## src/rtl/rx_ring_engine.sv

```systemverilog
module rx_ring_engine #(
  parameter int IDXW = 12,
  parameter int AW   = 36,
  parameter int CNTW = 15,
  parameter int TMOW = 13
) (
  input  logic            clk,
  input  logic            rst_n,
  input  logic            reg_wr,
  input  logic [1:0]      reg_sel,
  input  logic [31:0]     reg_wdata,
  input  logic            us_tick,
  input  logic            in_valid,
  input  logic [7:0]      in_data,
  input  logic            in_last,
  output logic            in_ready,
  output logic            mem_rd,
  output logic            mem_wr,
  output logic [AW-1:0]   mem_addr,
  output logic [3:0]      mem_be,
  output logic [31:0]     mem_wdata,
  input  logic [31:0]     mem_rdata,
  output logic            irq,
  output logic [31:0]     stat_o
);

  localparam int SPANW = IDXW + 1;

  typedef enum logic [2:0] {S_IDLE, S_REQ, S_LOAD, S_FILL, S_CLOSE} st_t;

  st_t             st;
  logic [31:0]     cfg;
  logic [27:0]     ring_base;
  logic [31:0]     stat_base;
  logic [IDXW-1:0] wr_idx, rd_idx, last_idx;
  logic [AW-1:0]   buf_addr;
  logic [CNTW-1:0] fill_cnt;
  logic [TMOW-1:0] tmo_cnt;
  logic            in_frame;

  logic [1:0]      mode;
  logic [3:0]      lg;
  logic [IDXW-1:0] ring_mask, wr_eff;
  logic [CNTW-1:0] buf_last;
  logic [TMOW-1:0] tmo_lim;
  logic            run, has_free, tmo_hit, accept, idle;
  logic            unused_bits;

  assign mode      = cfg[31:30];
  assign lg        = (cfg[23:20] < 4'd5) ? 4'd5 : ((cfg[23:20] > 4'd12) ? 4'd12 : cfg[23:20]);
  assign ring_mask = IDXW'((SPANW'(1) << lg) - SPANW'(1));
  assign wr_eff    = wr_idx & ring_mask & ~IDXW'(7);
  assign has_free  = (rd_idx != wr_eff);
  assign run       = (mode == 2'b10) || ((mode == 2'b01) && in_frame);
  assign buf_last  = CNTW'({cfg[17:16], 12'hFFF});
  assign tmo_lim   = TMOW'({cfg[11:4], 5'd0});
  assign tmo_hit   = (tmo_lim != '0) && (tmo_cnt >= tmo_lim) && (fill_cnt != '0);
  assign in_ready  = (st == S_FILL) && run;
  assign accept    = in_valid && in_ready;
  assign idle      = (st == S_IDLE) && !run;
  assign stat_o    = {7'd0, idle, 24'(last_idx)};
  assign unused_bits = ^{cfg[29:24], cfg[19:18], cfg[15:14], cfg[3:0], mem_rdata[31:28]};

  always_ff @(posedge clk or negedge rst_n) begin
    if (!rst_n) begin
      cfg       <= '0;
      ring_base <= '0;
      stat_base <= '0;
      wr_idx    <= '0;
    end else if (reg_wr) begin
      case (reg_sel)
        2'd0: cfg       <= reg_wdata;
        2'd1: ring_base <= reg_wdata[27:0];
        2'd2: stat_base <= reg_wdata;
        default: wr_idx <= reg_wdata[IDXW-1:0];
      endcase
    end
  end

  always_ff @(posedge clk or negedge rst_n) begin
    if (!rst_n) begin
      st        <= S_IDLE;
      rd_idx    <= '0;
      last_idx  <= '0;
      buf_addr  <= '0;
      fill_cnt  <= '0;
      tmo_cnt   <= '0;
      in_frame  <= 1'b0;
      mem_rd    <= 1'b0;
      mem_wr    <= 1'b0;
      mem_addr  <= '0;
      mem_be    <= '0;
      mem_wdata <= '0;
      irq       <= 1'b0;
    end else begin
      mem_rd <= 1'b0;
      mem_wr <= 1'b0;
      irq    <= 1'b0;

      if (mode == 2'b00 || mode == 2'b11) in_frame <= 1'b0;
      else if (accept)                    in_frame <= !in_last;

      if (accept)                          tmo_cnt <= '0;
      else if (us_tick && tmo_cnt != '1)   tmo_cnt <= tmo_cnt + TMOW'(1);

      case (st)
        S_IDLE: if (run && has_free) begin
          mem_rd   <= 1'b1;
          mem_addr <= AW'({ring_base, 8'h00}) + AW'({rd_idx, 2'b00});
          st       <= S_REQ;
        end
        S_REQ: st <= S_LOAD;
        S_LOAD: begin
          buf_addr <= AW'({mem_rdata[27:0], 8'h00});
          fill_cnt <= '0;
          tmo_cnt  <= '0;
          st       <= S_FILL;
        end
        S_FILL: begin
          if (accept) begin
            mem_wr    <= 1'b1;
            mem_addr  <= buf_addr + AW'(fill_cnt);
            mem_be    <= 4'b0001 << fill_cnt[1:0];
            mem_wdata <= {4{in_data}};
            fill_cnt  <= fill_cnt + CNTW'(1);
            if (fill_cnt == buf_last) st <= S_CLOSE;
          end else if (!run) begin
            st <= (fill_cnt != '0) ? S_CLOSE : S_IDLE;
          end else if (tmo_hit) begin
            st <= S_CLOSE;
          end
        end
        S_CLOSE: begin
          mem_wr    <= 1'b1;
          mem_addr  <= AW'({stat_base, 4'h0});
          mem_be    <= 4'hF;
          mem_wdata <= 32'(rd_idx);
          last_idx  <= rd_idx;
          rd_idx    <= (rd_idx + IDXW'(1)) & ring_mask;
          irq       <= (cfg[13:12] == 2'b01);
          fill_cnt  <= '0;
          st        <= S_IDLE;
        end
        default: st <= S_IDLE;
      endcase
    end
  end

endmodule

```

## config.mk

```make
export PLATFORM = sky130hd
export DESIGN_NAME = rx_ring_engine
export DESIGN_NICKNAME = d
export VERILOG_FILES = /design/src/rtl/rx_ring_engine.sv
export SDC_FILE = /design/constraint.sdc
export NUM_CORES = 1
export LEC_CHECK = 0
export BUFFER_PORTS_ARGS = -buffer_cell sky130_fd_sc_hd__buf_2
export CAP_MARGIN = 15
export CORE_MARGIN = 4
export CORE_UTILIZATION = 25
export DETAILED_ROUTE_END_ITERATION = 6
export GPL_TIMING_DRIVEN = 0
export PLACE_DENSITY = 0.53
export SETUP_SLACK_MARGIN = 0.2
export SLEW_MARGIN = 20
export SYNTH_ARGS = -nofsm -noshare
export SYNTH_HDL_FRONTEND = slang
export SYNTH_SLANG_ARGS = --single-unit
```

## constraint.sdc

```tcl
create_clock -name clk -period 2.3 [get_ports clk]
set_input_delay 0.23 -clock clk [delete_from_list [all_inputs] [get_ports clk]]
set_output_delay 0.23 -clock clk [all_outputs]
set_load 0.05 [all_outputs]
```

==> results of run 1 <==
power groups by stage:
| stage | clock (mW) | sequential [mW] | combinational [mW] |
|---|---|---|---|
| 2_1_floorplan | 0 | 7.88 | 3.83 |
| 3_3_place_gp | 0 | 6.31 | 7.57 |
| 3_5_place_dp | 0 | 6.35 | 7.67 |
| 4_1_cts | 4.61 | 6.28 | 8.60 |
| 5_1_grt | 4.78 | 6.50 | 9.57 |
| 6_report | 4.53 | 6.34 | 8.94 |
worst max-delay path by stage:
stage                      start            to  slack (ps)  cells past startpoint
floorplan                  st[1]  mem_addr[24]        -190                      8
global placement           rst_n     mem_be[0]       -3390                      1
detailed placement     rd_idx[6]  mem_addr[26]        -680                     10
CTS                        st[1]  mem_addr[29]        -320                      8
global route        fill_cnt[14]  mem_addr[24]        -380                      8
finish                     st[1]  mem_addr[29]        -360                      8
registers in the layout, indices dropped and copies added, names as in the netlist:
| register | cells |
|---|---|
| rd_idx | 12 |
| mem_rd | 1 |
| mem_be | 4 |
| wr_idx | 9 |
| mem_wr | 1 |
| last_idx | 12 |
| irq | 1 |
| cfg | 18 |
| fill_cnt | 15 |
| buf_addr | 28 |
| in_frame | 1 |
| mem_addr | 36 |
| tmo_cnt | 13 |
| stat_base | 32 |
| ring_base | 28 |
| st | 3 |
| mem_wdata | 20 |
cell families (layout without fill, tap and decap cells):
| kind of cell | Yosys count | after routing | synth area share, % |
|---|---|---|---|
| flip-flops | 234 | 234 | 48.4 |
| buffers and inverters | 116 | 438 | 4.92 |
| adder cells (fa/ha/maj) | 34 | 34 | 3.64 |
| multiplexers | 122 | 122 | 11.6 |
| other | 2 | 22 | 0.0621 |
| XOR/XNOR | 79 | 79 | 5.72 |
| AO/OA/AOI/OAI | 230 | 230 | 12.1 |
| AND/OR/NAND/NOR | 352 | 353 | 13.6 |
layout by cell type (no fill, tap or decap), drive strengths merged, types with 4 or more instances in the layout:
cell         instances
clkinv              11
nand3               33
o211ai              12
nor2                72
and3                14
xnor2               40
dlygate4sd3         63
bufinv               4
nor3                17
a221oi              10
a21boi               6
clkbuf              72
buf                257
nor4                 7
nand4               12
or3                  9
a21o                 7
a31oi                4
dfrtp              234
nor2b                5
a21oi               38
nand2              148
o2111ai              7
o221ai               8
o21ai               88
xor2                39
and4                 7
o31ai                5
a22oi               13
a211oi               8
o21a                 7
conb                21
inv                 29
and2                 7
ha                  32
mux2               120
nor4b                5
routing by layer:
metal | up-vias | share of wire (%) | global-route usage (%) | wire, um
met4 | 0 | 1.6 | 2.47 | 642
met3 | 44 | 6.0 | 2.82 | 2390
met2 | 303 | 45 | 22.6 | 17900
met5 | - | 0 | 0 | 0
li1 | 4742 | - | - | -
met1 | 5021 | 47 | 21.1 | 18700
cell type report:
| cell class | instances | area [sq um] | share of cell area [%] |
|---|---|---|---|
| Timing Repair Buffer | 273 | 2020 | 12.1 |
| Clock buffer | 31 | 711 | 4.28 |
| Multi-Input combinational cell | 839 | 6280 | 37.8 |
| Buffer | 88 | 649 | 3.91 |
| Tap cell | 615 | 769 | 4.63 |
| Sequential cell | 234 | 5870 | 35.3 |
| Inverter | 28 | 105 | 0.633 |
| Antenna cell | 1 | 2.50 | 0.0151 |
| Clock inverter | 18 | 206 | 1.24 |
worst max-delay path, cell delays in order (launching register included):
cell,delay [ps]
dfrtp_1,380
buf_6,130
or3_4,390
or3_1,380
or4_4,440
o21ai_4,170
buf_8,180
clkbuf_16,170
mux2_4,290
stage by stage:
stage / setup slack [ps] / hold WS, ps / instances
6_report: -365 / 28.0 / 2127
3_5_place_dp: -681 / 203 / 1970
3_3_place_gp: -3390 / 429 / 1967
4_1_cts: -315 / 7.99 / 2110
5_1_grt: -379 / 13.2 / 2126
2_1_floorplan: -193 / -65.6 / 1188
what timing repair did:
| action | 4_1_cts | 5_1_grt |
|---|---|---|
| pin swaps | 31 | 28 |
| resized for setup | 148 | 92 |
| gates cloned | 3 | 3 |
| hold buffers | 63 | 0 |
| setup buffers | 25 | 13 |
| endpoints found under the setup margin | 144 | 109 |
| hold endpoints to repair | 149 | 0 |
==> summary.txt, run 1 <==
STA
  – Tcrit/Tclk final: 116%
  – Max Fclk: 375 MHz
  – Setup slack after layout: -365 ps
  – Final min period: 2660 ps
  – Hold Vio Cnt, Final: 0
  – Unrepaired setup endpoints after global routing: yes
  – Least-Margin Pin Slew: 764 ps
  – Slew headroom: 49.1%
  – Setup tns final: -10630 ps
  – Clock skew: 11.3 ps
  – Setup violations, final: 37
  – Slew Viols, Final: 0

Critical path
  – CP Data Arrival Time: 3090 ps
  – Flop2flop setup slack: -360 ps
  – R2r startpoint: st[1]
  – Critical path required time: 2720 ps
  – Crit. End Element: flop
  – Worst Setup Path Type: flop to flop
  – Worst R2R End: mem_addr[29]
  – FF-to-FF path depth: 8
  – Crit Path Max Fanout: 5
  – Crit start category: flop

Placed design
  – Post-DP HPWL: between 20000 and 30000 um
  – IO buf count: 164
  – Final Wtd Congestion: 0.876
  – Placed cell areas: 13900 sq um

Yosys
  – Predominant post-synthesis flop cell: dfrtp_1
  – Top-count cell post-synth: dfrtp_1
  – Synth Instances: around 1200
  – Commonest cells in the netlist: dfrtp_1 (234), nand2_1 (148), mux2_2 (112)
  – Yosys warns: 0
  – Main area contributors after synthesis: dfrtp_1 (48%), mux2_2 (10%), nand2_1 (4.6%), o21ai_0 (3.6%), ha_1 (3.3%)
  – Area leader, netlist: dfrtp_1
  – EDFF count, synth: 0
  – Synthesized flop and latch total: 234
  – Top-area cell type share of the netlist area: around 48%
  – Syn_area_per_cell: 10.3 sq um
  – Asr flop ratio synth: 100%
  – Post-synthesis cell type count: 62
  – Register area share after synthesis: 48.4%
  – Netlist Area Pre-Place: between 10000 and 15000 sq um

Clock tree
  – Worst-path clk slew: approximately 70 ps
  – Root Buffer Master: clkbuf_16
  – Clock sinks: 234
  – Maximum buffer depth of the clock tree: 3
  – CTS tree: built
  – H-tree Lvls: 1
  – Worst-Skew Late Latency: roughly 540 ps
  – TritonCTS Buffers: 27

Floorplan
  – I/O pins: 188
  – Chip width: 228 um
  – Core area: 47700 sq um
  – Die area: around 52000 sq um
  – Starting Density: 25.3%
  – FP Rows: 80
  – Die height: 228 um

Drt
  – Via count: 10100
  – Residual DRC: 0
  – TritonRoute pass-1 iters: 5
  – Vias per inst: 4.75
  – DRT Wirelength: about 40000 um
  – Antenna-violating nets left: 0
  – Number of DRC markers in iteration 0: 978
  – Routed len/inst: 18.6 um

GRT
  – Global-route wire length before repair: roughly 60000 um
  – Initial antenna violation count: 1
  – Grt ovf: 0
  – Largest net degree at the start of global routing: 97
  – GR Util All Layers: between 10% and 20%
  – Vias in the first global route: approximately 10000

Min path
  – Hold Path Origin: reg_wdata[3]
  – Hold path cells: 2
  – HP Class: input port to flop
  – Hold Crit Endpoint: wr_idx[3]

Power and ir drop
  – Clock share of power: 22.8%
  – Power Total: 19.8 mW
  – Sw Pwr: 8.46 mW
  – Leak: approximately 7.5 nW
  – PwrDens: around 1200 nW/um^2
  – Switching Fraction: 42.7%
  – Combinational share of power: between 40 and 50%
  – Seq pwr share: 32.0%
  – Worst VDD drop: 0.909 mV
  – P_int: 11.4 mW

Layout
  – Final instance area: 16600 sq um
  – Core Util, Final: 34.8%
  – Share of cells above drive strength 1: 36.7%
  – FILL cells: 4858
  – Area grow syn2layout: 37.2%
  – Nets: 1605

Run status
  – Violated checks: negative setup slack
  – Status: finished, violations left

Run
  – Max-cap violations: 0
Power figures use the tool's default switching activity.
==> run 2: changes to the inputs <==
Settings changed: PLACE_DENSITY 0.53 to 0.52, RECOVER_POWER set to 100.
Clock period 2.3 ns to 3.4 ns, I/O delays scaled along.
==> run 2 against run 1 <==
The run ends with max-capacitance violations, max-slew violations left; sequential power fell by 32%; critical path depth did not move; die area did not move; cell count fell by 4.7%; cell area fell by 12%; clock-buffer cell count rose by 2.
==> summary.txt, run 2 (same netlist as run 1, synthesis figures left out) <==
Layout
  – Share of cells above drive strength 1: 19.8% (-17 points)
  – Final instance area: 14700 sq um (-12%)
  – Most frequent cells in the layout: dfrtp_1 (234), nand2_1 (148), clkbuf_1 (143)
  – Largest register FFs: 36 (unchanged)
  – Most common cell after layout, fill and taps aside: dfrtp_1
  – Area grow syn2layout: 21.2%
  – Nets: 1501 (-6.5%)
  – Top flop regs: mem_addr x36, stat_base x32
  – Most flops, register: mem_addr

GRT
  – Vias in the first global route: 9520 (-5.5%)
  – Initial antenna violation count: 13 (+12)
  – Grt ovf: 0 (unchanged)
  – Largest net degree at the start of global routing: 96 (-1.0%)
  – Global-route wire length before repair: 58800 um (-2.3%)
  – GR Util All Layers: 14.3% (-0.16 points)

Drt
  – DRT Wirelength: 38200 um (-3.6%)
  – Via count: 9546 (-5.6%)
  – Number of DRC markers in iteration 0: 793 (-19%)
  – Residual DRC: 0 (unchanged)
  – TritonRoute pass-1 iters: 5 (unchanged)
  – Vias per inst: 4.71 (-0.92%)
  – Routed len/inst: 18.9 um (+1.1%)
  – Antenna-violating nets left: 0 (unchanged)

Clock tree
  – Maximum buffer depth of the clock tree: 3 (unchanged)
  – Worst-Skew Late Latency: 540 ps (about the same)
  – Clock sinks: 234 (unchanged)
  – H-tree Lvls: 1 (unchanged)
  – TritonCTS Buffers: 27 (unchanged)
  – Post-CTS setup buffer count: 0 (-100%)
  – CTS tree: built
  – Worst-path clk slew: 60 ps (about the same)
  – Root Buffer Master: clkbuf_16

Critical path
  – CP Data Arrival Time: 3510 ps (+420 ps)
  – Critical path required time: 3820 ps (+1100 ps)
  – Crit. End Element: flop
  – Worst Setup Path Type: flop to flop
  – Worst R2R End: mem_addr[31]
  – Crit start category: flop
  – Crit Path Max Fanout: 10 (+5)
  – R2r startpoint: st[1]
  – FF-to-FF path depth: 8 (unchanged)
  – Flop2flop setup slack: 310 ps (+670 ps)

Run status
  – Status: finished, violations left
  – Violated checks: max-capacitance violations, max-slew violations

Placed design
  – Post-DP HPWL: 29200 um (+1.5%)
  – Final Wtd Congestion: 0.827 (-5.5%)
  – Placed cell areas: 13800 sq um (-0.23%)
  – IO buf count: 164 (unchanged)

STA
  – Least-Margin Pin Slew: 2550 ps (+1780 ps)
  – Clock skew: 10.5 ps (-0.806 ps)
  – Unrepaired setup endpoints after global routing: no
  – Slew headroom: -69.8% (-120 points)
  – Final min period: 3090 ps (+428 ps)
  – Setup violations, final: 0 (-100%)
  – Tcrit/Tclk final: 91.0% (-25 points)
  – Max Fclk: 323 MHz (-14%)
  – Setup tns final: 0 ps (+10630 ps)
  – Slew Viols, Final: 48 (+48)
  – Hold Vio Cnt, Final: 0 (unchanged)

Floorplan
  – I/O pins: 188 (unchanged)
  – Die area: 52000 sq um (unchanged)
  – Starting Density: 25.3% (unchanged)
  – Core area: 47700 sq um (unchanged)
  – Die height: 228 um (unchanged)
  – FP Rows: 80 (unchanged)
  – Chip width: 228 um (unchanged)

Min path
  – Hold path cells: 2 (unchanged)
  – HP Class: input port to flop
  – Hold Crit Endpoint: buf_addr[25]
  – Hold Path Origin: mem_rdata[17]

Power and ir drop
  – Power Total: 12.4 mW (-37%)
  – Leak: 6.30 nW (-16%)
  – Worst VDD drop: 0.406 mV (-55%)
  – PwrDens: 845 nW/um^2 (-29%)

Run
  – Max-cap violations: 1 (+1)
run 2: cell count changes in the layout (fill, tap and decap cells not counted), moves of 23 or more:
cell	previous run	this run
dlygate4sd3_1	63	3
nand2_1	125	148
clkbuf_1	20	143
o21ai_0	58	87
buf_4	63	34
buf_2	162	73
run 2: worst max path at each step:
stage	cells after the start	to	from
floorplan	8	mem_addr[24]	st[1]
global placement	1	mem_wdata[29]	rst_n
detailed placement	9	mem_addr[20]	fill_cnt[8]
CTS	9	mem_addr[20]	fill_cnt[8]
global route	9	mem_addr[31]	cfg[23]
finish	8	mem_addr[31]	st[1]
run 2: area by class of cell:
| cell class | count | area, sq um |
|---|---|---|
| fill | 4997 | 33100 |
| sequential | 234 | 5860 |
| multi-input combinational | 838 | 5700 |
| timing repair buffer | 170 | 801 |
| tap | 615 | 769 |
| clock buffer | 33 | 738 |
| buffer | 88 | 472 |
| clock inverter | 13 | 206 |
| inverter | 28 | 105 |
| antenna | 8 | 20.0 |
run 2: layer usage:
metal | global-route usage [%] | routed length (um) | part of all wire, % | up-vias
met5 | 0 | 41 | 0.11 | -
met4 | 3.29 | 1020 | 2.7 | 6
met3 | 3.52 | 2740 | 7.2 | 66
met2 | 23.0 | 17200 | 45 | 307
met1 | 19.5 | 17200 | 45 | 4615
li1 | - | - | - | 4552
run 2: worst max-delay path: stages, from the launching register on:
cell and delay [ps]:
dfrtp_1 360, clkbuf_1 210, or3_4 460, or3_1 370, or4_1 420, o21ai_2 250
buf_6 240, clkbuf_4 310, mux2_1 350
run 2: stage by stage:
stage	hold slack [ps]	std cells	setup slack (ps)	util (%)
floorplan	44.4	1188	907	-
global placement	420	1967	-2330	28.8
detailed placement	285	1970	290	29.0
CTS	5.20	2019	257	31.0
global route	15.7	2022	129	30.7
finish	24.9	2027	308	30.7
run 2: report_power, final:
group	leakage (nW)	total, mW	switching [mW]	internal, mW
Sequential	2.91	4.29	0.709	3.58
Clock	0.460	3.11	1.19	1.91
Combinational	2.93	5.01	3.48	1.53
run 2: what timing repair did:
| item | 4_1_cts | 5_1_grt |
|---|---|---|
| hold buffers | 3 | 0 |
| hold endpoints to repair | 49 | 0 |
| setup endpoints to repair | 0 | 1 |
| resized for setup | 0 | 2 |
==> run 3: changes to the inputs <==
Settings changed: CORE_UTILIZATION 25 to 30, PLACE_DENSITY 0.52 to 0.58.
==> run 3 against run 2 <==
The run still ends with max-capacitance violations, max-slew violations left; setup slack improved by 14 ps; core utilization is 5.7 points higher; maximum frequency up 0.46%; critical path depth is 1 higher; cell count decreased by 4.6%; first-iteration DRC count down 13%; combinational power is essentially flat; clock-buffer cell count down 1; clock skew down 0.62 ps; sequential power is essentially flat; clock power shrank 3%; critical path type unchanged; highest routed layer unchanged.
==> summary.txt, run 3 (same netlist as run 1, synthesis figures left out) <==
Placed design
  – Post-DP HPWL: 28000 um (-4.0%)
  – IO buf count: 164 (unchanged)
  – Final Wtd Congestion: 0.900 (+8.8%)
  – Placed cell areas: 13700 sq um (-0.81%)

Clock tree
  – Clock sinks: 234 (unchanged)
  – Maximum buffer depth of the clock tree: 3 (unchanged)
  – Worst-path clk slew: 60 ps (about the same)
  – Worst-Skew Late Latency: 530 ps (about the same)
  – H-tree Lvls: 1 (unchanged)
  – CTS tree: built
  – Post-CTS setup buffer count: 0 (unchanged)
  – TritonCTS Buffers: 26 (-3.7%)
  – Root Buffer Master: clkbuf_16

Critical path
  – Slowest stage delay, CP: 420 ps (-40 ps)
  – CP Data Arrival Time: 3490 ps (-20 ps)
  – Buffers and inverters on the worst path: 3 (unchanged)
  – Crit start category: flop
  – Crit. End Element: flop
  – Highest-delay cell along the critical path: clkbuf_2
  – Crit path cell chain: clkbuf_1, nand3_1, xnor2_1, or3_1, or4_1, o21ai_2, clkbuf_2, buf_12, mux2_4
  – Top Family by Delay on Critical Path: buffers and inverters
  – Worst Setup Path Type: flop to flop
  – Crit Path Max Fanout: 10 (unchanged)
  – Critical path required time: 3810 ps (about the same)

Floorplan
  – Core area: 39800 sq um (-17%)
  – I/O pins: 188 (unchanged)
  – FP Rows: 73 (-8.8%)
  – Starting Density: 30.4% (+5.0 points)
  – Die height: 209 um (-8.4%)
  – Chip width: 209 um (-8.4%)
  – Die area: 43600 sq um (-16%)

Drt
  – Residual DRC: 0 (unchanged)
  – Vias per inst: 4.99 (+6.0%)
  – Via count: 9657 (+1.2%)
  – Routed len/inst: 19.0 um (+0.80%)
  – TritonRoute pass-1 iters: 5 (unchanged)
  – Number of DRC markers in iteration 0: 693 (-13%)
  – Antenna-violating nets left: 0 (unchanged)
  – DRT Wirelength: 36800 um (-3.8%)

STA
  – Slew Viols, Final: 73 (+52%)
  – Setup violations, final: 0 (unchanged)
  – Slew headroom: -22.4% (+47 points)
  – Tcrit/Tclk final: 90.5% (-0.42 points)
  – Hold Vio Cnt, Final: 0 (unchanged)
  – Max Fclk: 325 MHz (+0.46%)
  – Final min period: 3080 ps (-14.2 ps)
  – Clock skew: 9.86 ps (-0.616 ps)
  – Unrepaired setup endpoints after global routing: no
  – Least-Margin Pin Slew: 1840 ps (-711 ps)

Power and ir drop
  – PwrDens: 847 nW/um^2 (+0.22%)
  – Leak: 6.30 nW (about the same)
  – Worst VDD drop: 0.413 mV (+1.7%)
  – Power Total: 12.3 mW (-0.83%)

Min path
  – HP Class: input port to flop

Layout
  – Share of cells above drive strength 1: 20.4% (+0.58 points)
  – Nets: 1498 (-0.20%)
  – Largest register FFs: 36 (unchanged)
  – Final instance area: 14500 sq um (-1.0%)
  – Most frequent cells in the layout: dfrtp_1 (233), nand2_1 (148), clkbuf_1 (144)
  – Most common cell after layout, fill and taps aside: dfrtp_1
  – Area grow syn2layout: 20.0%
  – Top flop regs: mem_addr x36, stat_base x32
  – Most flops, register: mem_addr

Run status
  – Violated checks: max-capacitance violations, max-slew violations
  – Status: finished, violations left

GRT
  – GR Util All Layers: 16.3% (+2.1 points)
  – Global-route wire length before repair: 56900 um (-3.2%)
  – Vias in the first global route: 9691 (+1.8%)
  – Largest net degree at the start of global routing: 94 (-2.1%)
  – Initial antenna violation count: 11 (-2)
  – Grt ovf: 0 (unchanged)

Run
  – Max-cap violations: 1 (unchanged)
run 3: changes by cell type in the layout (fill, tap and decap cells not counted), moves of 2 or more:
cell / previous run / this run
mux2_4: 2 / 8
mux2_1: 6 / 0
clkinv_4: 1 / 3
dlygate4sd3_1: 3 / 1
diode_2: 8 / 6
run 3: through the flow:
stage / TNS [ps] / setup slack [ps] / hold slack (ps) / std cells / util (%)
floorplan: 0 / 907 / 44.4 / 1188 / -
global placement: -514220 / -2230 / 418 / 1877 / 34.3
detailed placement: 0 / 322 / 354 / 1880 / 34.5
CTS: 0 / 292 / 7.64 / 1928 / 36.8
global route: 0 / 122 / 12.8 / 1930 / 36.4
finish: 0 / 322 / 15.4 / 1934 / 36.5
run 3: worst paths after layout:
| check | startpoint | to | slack, ps | cells past startpoint |
|---|---|---|---|---|
| max in group asynchronous | rst_n | rd_idx[6] | 700 | 4 |
| worst max register to register | cfg[23] | mem_addr[27] | 320 | 9 |
| min in group asynchronous | rst_n | mem_addr[26] | 860 | 2 |
| worst min-delay path | in_last | in_frame | 20 | 2 |
| worst min register to register | cfg[13] | irq | 450 | 1 |
| worst max-delay path | cfg[23] | mem_addr[27] | 320 | 9 |
run 3: where the power goes:
part	internal, mW	switching (mW)
registers	3.58	0.706
clock network	1.82	1.19
logic	1.57	3.43
run 3: metal layers:
layer	part of all wire, %	vias to the layer above	GRT usage, %
met5	0.15	-	0
met4	2.3	10	4.21
met3	7.3	59	4.10
met2	47	300	26.6
met1	44	4759	21.9
li1	-	4529	-
run 3: cell type report:
type,instances,area [sq um]
Clock buffer,32,724
Buffer,88,477
Clock inverter,15,198
Antenna cell,6,15.0
Sequential cell,234,5860
Inverter,28,105
Timing Repair Buffer,168,759
Multi-Input combinational cell,838,5720
Tap cell,525,657
Fill cell,4132,25300
run 3: worst register-to-register path, stage by stage (launching register included):
cell      delay (ps)
dfrtp_1          400
clkbuf_1         370
nand3_1          170
xnor2_1          160
or3_1            300
or4_1            410
o21ai_2          190
clkbuf_2         420
buf_12           220
mux2_4           320
run 3: what timing repair did:
item,in CTS,in global routing
endpoints found under the hold margin,72,0
hold buffers,1,0
resized for setup,0,1
setup endpoints to repair,0,1
